## src/rtl/sample_trig_pkg.sv

```systemverilog
package sample_trig_pkg;
  localparam logic [3:0] MODE_TRIGGER = 4'b1011;
  localparam int unsigned N_TIMERS = 2;
endpackage

```

## src/rtl/tmr_counter.sv

```systemverilog
module tmr_counter #(
  parameter int unsigned W = 16
) (
  input  logic         clk,
  input  logic         rst_n,
  input  logic         reload,
  output logic [W-1:0] count
);
  always_ff @(posedge clk) begin
    if (!rst_n)      count <= '0;
    else if (reload) count <= '0;
    else             count <= count + 1'b1;
  end
endmodule

```

## src/rtl/trig_compare.sv

```systemverilog
module trig_compare
  import sample_trig_pkg::*;
#(
  parameter int unsigned W = 16
) (
  input  logic [3:0]   mode,
  input  logic [W-1:0] count,
  input  logic [W-1:0] cmp_val,
  output logic         hit
);
  always_comb hit = (mode == MODE_TRIGGER) && (count == cmp_val);
endmodule

```

## src/rtl/conv_sequencer.sv

```systemverilog
module conv_sequencer #(
  parameter int unsigned RES_W = 10
) (
  input  logic             clk,
  input  logic             rst_n,
  input  logic             hit,
  input  logic             adc_en,
  input  logic             adc_done,
  input  logic [RES_W-1:0] adc_data,
  input  logic             irq_clr,
  output logic             adc_start,
  output logic             go_busy,
  output logic             irq_flag,
  output logic             overrun,
  output logic [RES_W-1:0] result
);
  logic launch, lost, accept;

  always_comb begin
    launch = hit && adc_en && !go_busy;
    lost   = hit && adc_en && go_busy;
    accept = go_busy && adc_done;
  end

  always_ff @(posedge clk) begin
    if (!rst_n) begin
      adc_start <= 1'b0;
      go_busy   <= 1'b0;
      irq_flag  <= 1'b0;
      overrun   <= 1'b0;
      result    <= '0;
    end else begin
      adc_start <= launch;
      if (launch)      go_busy <= 1'b1;
      else if (accept) go_busy <= 1'b0;
      if (lost) overrun <= 1'b1;
      if (accept) begin
        result   <= adc_data;
        irq_flag <= 1'b1;
      end else if (irq_clr) begin
        irq_flag <= 1'b0;
      end
    end
  end
endmodule

```

## src/rtl/sample_trigger_top.sv

```systemverilog
module sample_trigger_top
  import sample_trig_pkg::*;
#(
  parameter int unsigned TMR_W = 16,
  parameter int unsigned RES_W = 10
) (
  input  logic             clk,
  input  logic             rst_n,
  input  logic [TMR_W-1:0] cmp_val,
  input  logic [3:0]       mode,
  input  logic             adc_en,
  input  logic             tmr_sel,
  input  logic             irq_clr,
  input  logic             adc_done,
  input  logic [RES_W-1:0] adc_data,
  output logic             adc_start,
  output logic             go_busy,
  output logic             irq_flag,
  output logic             overrun,
  output logic [7:0]       res_hi,
  output logic [7:0]       res_lo
);
  localparam int unsigned HI_BITS = RES_W - 8;

  logic [TMR_W-1:0] tcount [N_TIMERS];
  logic [TMR_W-1:0] sel_count;
  logic             hit;
  logic [RES_W-1:0] result;

  for (genvar g = 0; g < N_TIMERS; g++) begin : g_tmr
    tmr_counter #(.W(TMR_W)) u_tmr (
      .clk    (clk),
      .rst_n  (rst_n),
      .reload (hit && (32'(tmr_sel) == g)),
      .count  (tcount[g])
    );
  end

  always_comb sel_count = tcount[tmr_sel];

  trig_compare #(.W(TMR_W)) u_cmp (
    .mode    (mode),
    .count   (sel_count),
    .cmp_val (cmp_val),
    .hit     (hit)
  );

  conv_sequencer #(.RES_W(RES_W)) u_seq (
    .clk       (clk),
    .rst_n     (rst_n),
    .hit       (hit),
    .adc_en    (adc_en),
    .adc_done  (adc_done),
    .adc_data  (adc_data),
    .irq_clr   (irq_clr),
    .adc_start (adc_start),
    .go_busy   (go_busy),
    .irq_flag  (irq_flag),
    .overrun   (overrun),
    .result    (result)
  );

  always_comb res_lo = result[7:0];

  if (HI_BITS >= 8) begin : g_hi_full
    always_comb res_hi = result[RES_W-1 -: 8];
  end else begin : g_hi_pad
    always_comb res_hi = {{(8 - HI_BITS){1'b0}}, result[RES_W-1:8]};
  end
endmodule

```

## config.mk

```make
export PLATFORM = sky130hd
export DESIGN_NAME = sample_trigger_top
export DESIGN_NICKNAME = d
export VERILOG_FILES = /design/src/rtl/sample_trig_pkg.sv /design/src/rtl/tmr_counter.sv /design/src/rtl/trig_compare.sv /design/src/rtl/conv_sequencer.sv /design/src/rtl/sample_trigger_top.sv
export SDC_FILE = /design/constraint.sdc
export NUM_CORES = 1
export LEC_CHECK = 0
export BUFFER_PORTS_ARGS = -buffer_cell sky130_fd_sc_hd__buf_2
export CAP_MARGIN = 40
export CORE_AREA = 2 2 71 73
export DETAILED_ROUTE_END_ITERATION = 8
export DIE_AREA = 0 0 73 75
export GPL_ROUTABILITY_DRIVEN = 0
export PLACE_DENSITY = 0.78
export SLEW_MARGIN = 20
export SYNTH_ARGS = -nofsm -noshare
export SYNTH_HDL_FRONTEND = slang
export SYNTH_SLANG_ARGS = --single-unit
```

## constraint.sdc

```tcl
create_clock -name clk -period 5.8 [get_ports clk]
set_input_delay 0 -clock clk [delete_from_list [all_inputs] [get_ports clk]]
set_output_delay 0 -clock clk [all_outputs]
set_load 0.005 [all_outputs]
```

* Yosys cells after proc, flatten, opt, wreduce, memory -nomap -nowiden
Cells that the tools add are included.
** Operators by class
- Equality and inequality tests :: 2
- Add/subtract/negate cells :: 2
- Multiplexer cells :: 7
- Order comparisons :: 1
- Bitwise operators :: 3
- Reduce and logical (&&, ||, !) cells :: 12
** Operators by type and width (count)
- two-way mux 16 bit :: 3
- adder 16 x 1 -> 16 bit (second input constant) :: 2
- equality test 16 bit :: 1
- logical AND 1 bit :: 7
- equality test 4 bit (second input constant) :: 1
- two-way mux 1 bit :: 4
- nonzero test 2 bit :: 2
- OR reduction 2 bit :: 2
- greater-or-equal comparator 2 bit (second input constant) :: 1
- NOT 1 bit :: 2
- NOT 1 -> 2 bit :: 1
- logical NOT 1 bit :: 1
** Word-level totals
- Output and inout port bits :: 20
- Bits in registers :: 46
- Input bits :: 36

* Longest topological paths before layout
- Depth after elaboration :: 9
- Mapped depth :: 8
- Mapped depth without buffers :: 5

* By module
From an unflattened synthesis, not the netlist that was laid out.
** Unflattened totals
- Cell total of the unflattened synthesis :: 263
- Area total of the unflattened synthesis :: 2448.6 µm²
** Modules (own cells, without submodules)
- tmr_counter :: cells each 78, seq. area each 320.3 µm², area an instance 716.9 µm², instances 2
- conv_sequencer :: cells each 57, seq. area each 280.3 µm², area an instance 518.0 µm², instances 1
- sample_trigger_top :: cells each 27, seq. area each 0.0 µm², area an instance 306.5 µm², instances 1
- trig_compare :: cells each 23, seq. area each 0.0 µm², area an instance 190.2 µm², instances 1

* Least setup slack after synthesis
No wires, ideal clock.
- Path kind :: register -> register
- From :: register g_tmr[0].u_tmr.count[2]
- To :: register g_tmr[1].u_tmr.count[3]
- Path slack :: 3.709 ns
- Cell stages (with the launch flop) :: 7
- Data arrival time :: 1.957 ns
- Path through :: dfxtp_1 > mux2i_1 > a22o_1 > or4_4 > nor4_4 > buf_6 > a211oi_1
** Between the ends
- Longest elaborated chain between the ends :: 7
** RTL lines
- from (decl) :: RTL line tmr_counter.sv:7 : output logic [W-1:0] count
- from (signal assigned) :: RTL line tmr_counter.sv:12 : else count <= count + 1'b1;
- two-way mux 16 bit (not written as such) (3 in a row) :: RTL line sample_trigger_top.sv:39 : always_comb sel_count = tcount[tmr_sel];
- equality test 16 bit :: RTL line trig_compare.sv:11 : always_comb hit = (mode == MODE_TRIGGER) && (count == cmp_val);
- logical AND 1 bit :: RTL line trig_compare.sv:11
- logical AND 1 bit :: RTL line sample_trigger_top.sv:34 : .reload (hit && (32'(tmr_sel) == g)),
- OR reduction 2 bit (no source line)
- to (signal assigned) :: RTL line tmr_counter.sv:12
- to (decl) :: RTL line tmr_counter.sv:7
Every way passes these cells. The select of a mux whose other input is x is not followed.
A chain may end at the register's enable or synchronous reset.

* Worst setup path after layout
- From :: register g_tmr[0].u_tmr.count[2]
- To :: register u_seq.overrun
** Between the ends
- Longest elaborated chain between the ends :: 7
** RTL lines
- two-way mux 16 bit (not written as such) (3 in a row) :: RTL line sample_trigger_top.sv:39
- equality test 16 bit :: RTL line trig_compare.sv:11
- logical AND 1 bit :: RTL line trig_compare.sv:11
- logical AND 1 bit (2 in a row) :: RTL line conv_sequencer.sv:21 : lost = hit && adc_en && go_busy;
- to (signal assigned) :: RTL line conv_sequencer.sv:30 : overrun <= 1'b0;
- to (signal assigned) :: RTL line conv_sequencer.sv:36 : if (lost) overrun <= 1'b1;
- to (decl) :: RTL line conv_sequencer.sv:14 : output logic overrun,
Every way passes these cells. The select of a mux whose other input is x is not followed.

==> results by group <==
Cells and area
  • Antenna Cells: 0
  • Core Util, Final: 63.0%
  • Commonest non-fill, non-tap cells in the layout: 49 x buf_2, 46 x dfxtp_1, 34 x nand2_1, 24 x a211oi_1, 23 x xnor2_1
  • Area Overhead vs Synth: 18.7%
  • Most common cell after layout, fill and taps aside: buf_2
  • Layout cell share with drive strength beyond 1: 19.7%
  • Layout Nets: 372
  • Fill count: 413

Pwr
  • Leakage: 0.00110 µW
  • Max VDD drop: 143 µV
  • Pwr per Cell Area: 199 nW/µm²
  • Pwr Total: 583 µW

STA
  • Final hold violations: 0
  • Tcrit/Tclk final: 38.7%
  • Least-Margin Pin Slew: 0.511 ns
  • Setup violations, final: 0
  • Unrepaired setup endpoints after global routing: false
  • Fin Setup TNS: 0 ns
  • Slew HR: 65.9%
  • Final min period: 2.24 ns
  • Max Freq: 446 MHz
  • Post-route setup slack: 3.56 ns
  • Skew final: 0.00711 ns
  • Final Max Tran Viols: 0

Logic synthesis
  • Number of synthesized flops with an enable pin: 0
  • Mapped Cells: 277
  • Largest cells by area after synthesis: dfxtp_1 37%, xnor2_1 8.1%, a211oi_1 7.3%
  • Yosys top cell area share: 37.2%
  • Post-synth ARST share: 0%
  • Synthesized area per cell: 8.93 µm²
  • Synth Cell Area: 2470 µm²
  • Leading area contributor after synthesis: dfxtp_1
  • Ys flop type: dfxtp_1
  • Sequential area share after synthesis: 37.2%
  • Yosys warning count: 0
  • Count of state elements after synthesis: 46
  • Post-synth cell types: 39

Global route
  • Largest net degree at the start of global routing: 25
  • Routing usage on met3: 5.49%
  • Met2 Use GR: 39.7%
  • Top Usage Layer GRT: met2
  • Overflow after GRT: 0
  • First-pass GRT wire length: 9740 µm
  • Global-route usage over all layers: 23.2%
  • Vias in the first global route: 2106
  • Routing usage on met1: 29.6%
  • Initial antenna violation count: 0

Clocking
  • H-tree depth: 2
  • Clock Sink Count: 46
  • Clk slew on worst S/H paths: 0.08 ns
  • Clk buf depth: 2
  • Total CTS buffers: 5
  • Post-CTS Setup Repair Bufs: 0
  • TritonCTS clock tree: done
  • Clock Root Buffer: clkbuf_8
  • Clk_lat worst skew: 0.30 ns
  • Hold_buf cts: 12
  • Post_cts resized: 0

Place
  • HPWL after detailed placement: 4200 µm
  • Post-place setup slack: 2.99 ns
  • IO buf count: 49

Setup path
  • Worst setup EP type: register
  • Crit path cell chain: mux2i_1 > a22o_1 > or4_4 > nor4_4 > buf_4 > a32o_1
  • CP top delay family: simple AND/OR/NAND/NOR gates
  • Crit path buf inv count: 1
  • Critical Path Max Stage Delay: 0.55 ns
  • Critical path's slowest cell: or4_4
  • CP Launch Type: register
  • CP Max Fanout: 18
  • Critical path type: reg -> reg
  • Arr. time, crit path: 2.49 ns
  • Worst EP required: 6.05 ns

Flow run
  • MaxCap Viol Count: 0

Route
  • # DRC: 0
  • DR vias/cell: 5.53
  • DR WL/cell: 15.3 µm
  • Total wire length: 5960 µm
  • Post-route ant nets: 0
  • Pre-antenna DRT Iters: 4
  • Drt first-iter violations: 73
  • DR vias: 2153

Floorplanning
  • Die footprint: 5480 µm²
  • Die W: 73 µm
  • Num ports: 56
  • Core area: 4660 µm²
  • Row cnt: 25
  • Die Height: 75 µm
  • Starting Density: 53.1%

Status
  • Status: complete, no violations

Min path
  • Hold WC Path Type: in -> reg
cell usage after synthesis (all sizes together) (4+ instances only):
cell type	count
dfxtp	46
clkbuf	8
o21ai	4
a21oi	19
and4	4
xnor2	23
nor4	6
mux2i	16
inv	4
a211oi	24
xor2	15
nor2	10
nand2	34
buf	13
nand3	11
and2	4
nand4	9
stage by stage:
| stage | hold WS, ns | cells | area, µm² |
|---|---|---|---|
| floorplan | 0.136 | 282 | 2490 |
| global placement | 0.245 | 365 | 2670 |
| detailed placement | 0.253 | 368 | 2710 |
| CTS | 0.0506 | 388 | 2930 |
| global route | 0.0733 | 389 | 2940 |
| finish | 0.0587 | 389 | 2940 |
layer usage:
layer  part of all wire [%]  vias to the layer above
met3                    7.2                        5
met5                      0                        -
li1                       -                     1094
met4                   0.99                        0
met1                     46                      975
met2                     46                       79
where the power goes:
group          internal [µW]  leakage [µW]  switching, µW
clock network           96.2     0.0000482            106
registers                319      0.000372           5.12
logic                   28.9      0.000684           28.7
total                    444       0.00110            139
sequential cells by signal (all words and copies together) (netlist names):
signal and cells:
u_seq.overrun 1, u_seq.adc_start 1, u_seq.go_busy 1, u_seq.irq_flag 1, u_seq.result 10, g_tmr.u_tmr.count 32
kinds of logic (layout without fill, tap and decap cells):
logic type                 count (synthesis)  in the layout  synth area share, %
adders and majority gates                  2              2                 1.01
other                                      1              6                0.152
buffers and inverters                     26             79                 6.47
muxes                                     16             16                 6.47
xor gates and xnor gates                  38             38                 13.5
AOI/OAI and AO/OA                         54             54                 14.4
DFF                                       46             46                 37.2
and+or+nand+nor                           94             94                 20.8
final timing paths:
path,start,end,slack [ns],cells after the start
setup / recovery,g_tmr[0].u_tmr.count[2]$_SDFF_PP0_,u_seq.overrun$_SDFFE_PN0P_,3.56,6
hold / removal,rst_n,g_tmr[1].u_tmr.count[1]$_SDFF_PP0_,0.06,3
setup reg to reg,g_tmr[0].u_tmr.count[2]$_SDFF_PP0_,u_seq.overrun$_SDFFE_PN0P_,3.56,6
hold reg to reg,u_seq.result[8]$_SDFFE_PN0P_,u_seq.result[8]$_SDFFE_PN0P_,0.45,2
worst reg2reg max path, cell delays in order (launching register included):
cell and delay, ns:
dfxtp_1 0.45, mux2i_1 0.14, a22o_1 0.28, or4_4 0.55, nor4_4 0.31, buf_4 0.28
a32o_1 0.18
layout make-up:
| type | instances | area (µm²) | area share (%) |
|---|---|---|---|
| Timing Repair Buffer | 66 | 427 | 14.5 |
| Inverter | 5 | 18.8 | 0.639 |
| Clock buffer | 7 | 86.3 | 2.94 |
| Multi-Input combinational cell | 210 | 1410 | 48.1 |
| Tap cell | 54 | 67.6 | 2.30 |
| Clock inverter | 1 | 5.00 | 0.170 |
| Sequential cell | 46 | 921 | 31.4 |
(Power assumes the default switching activity.)
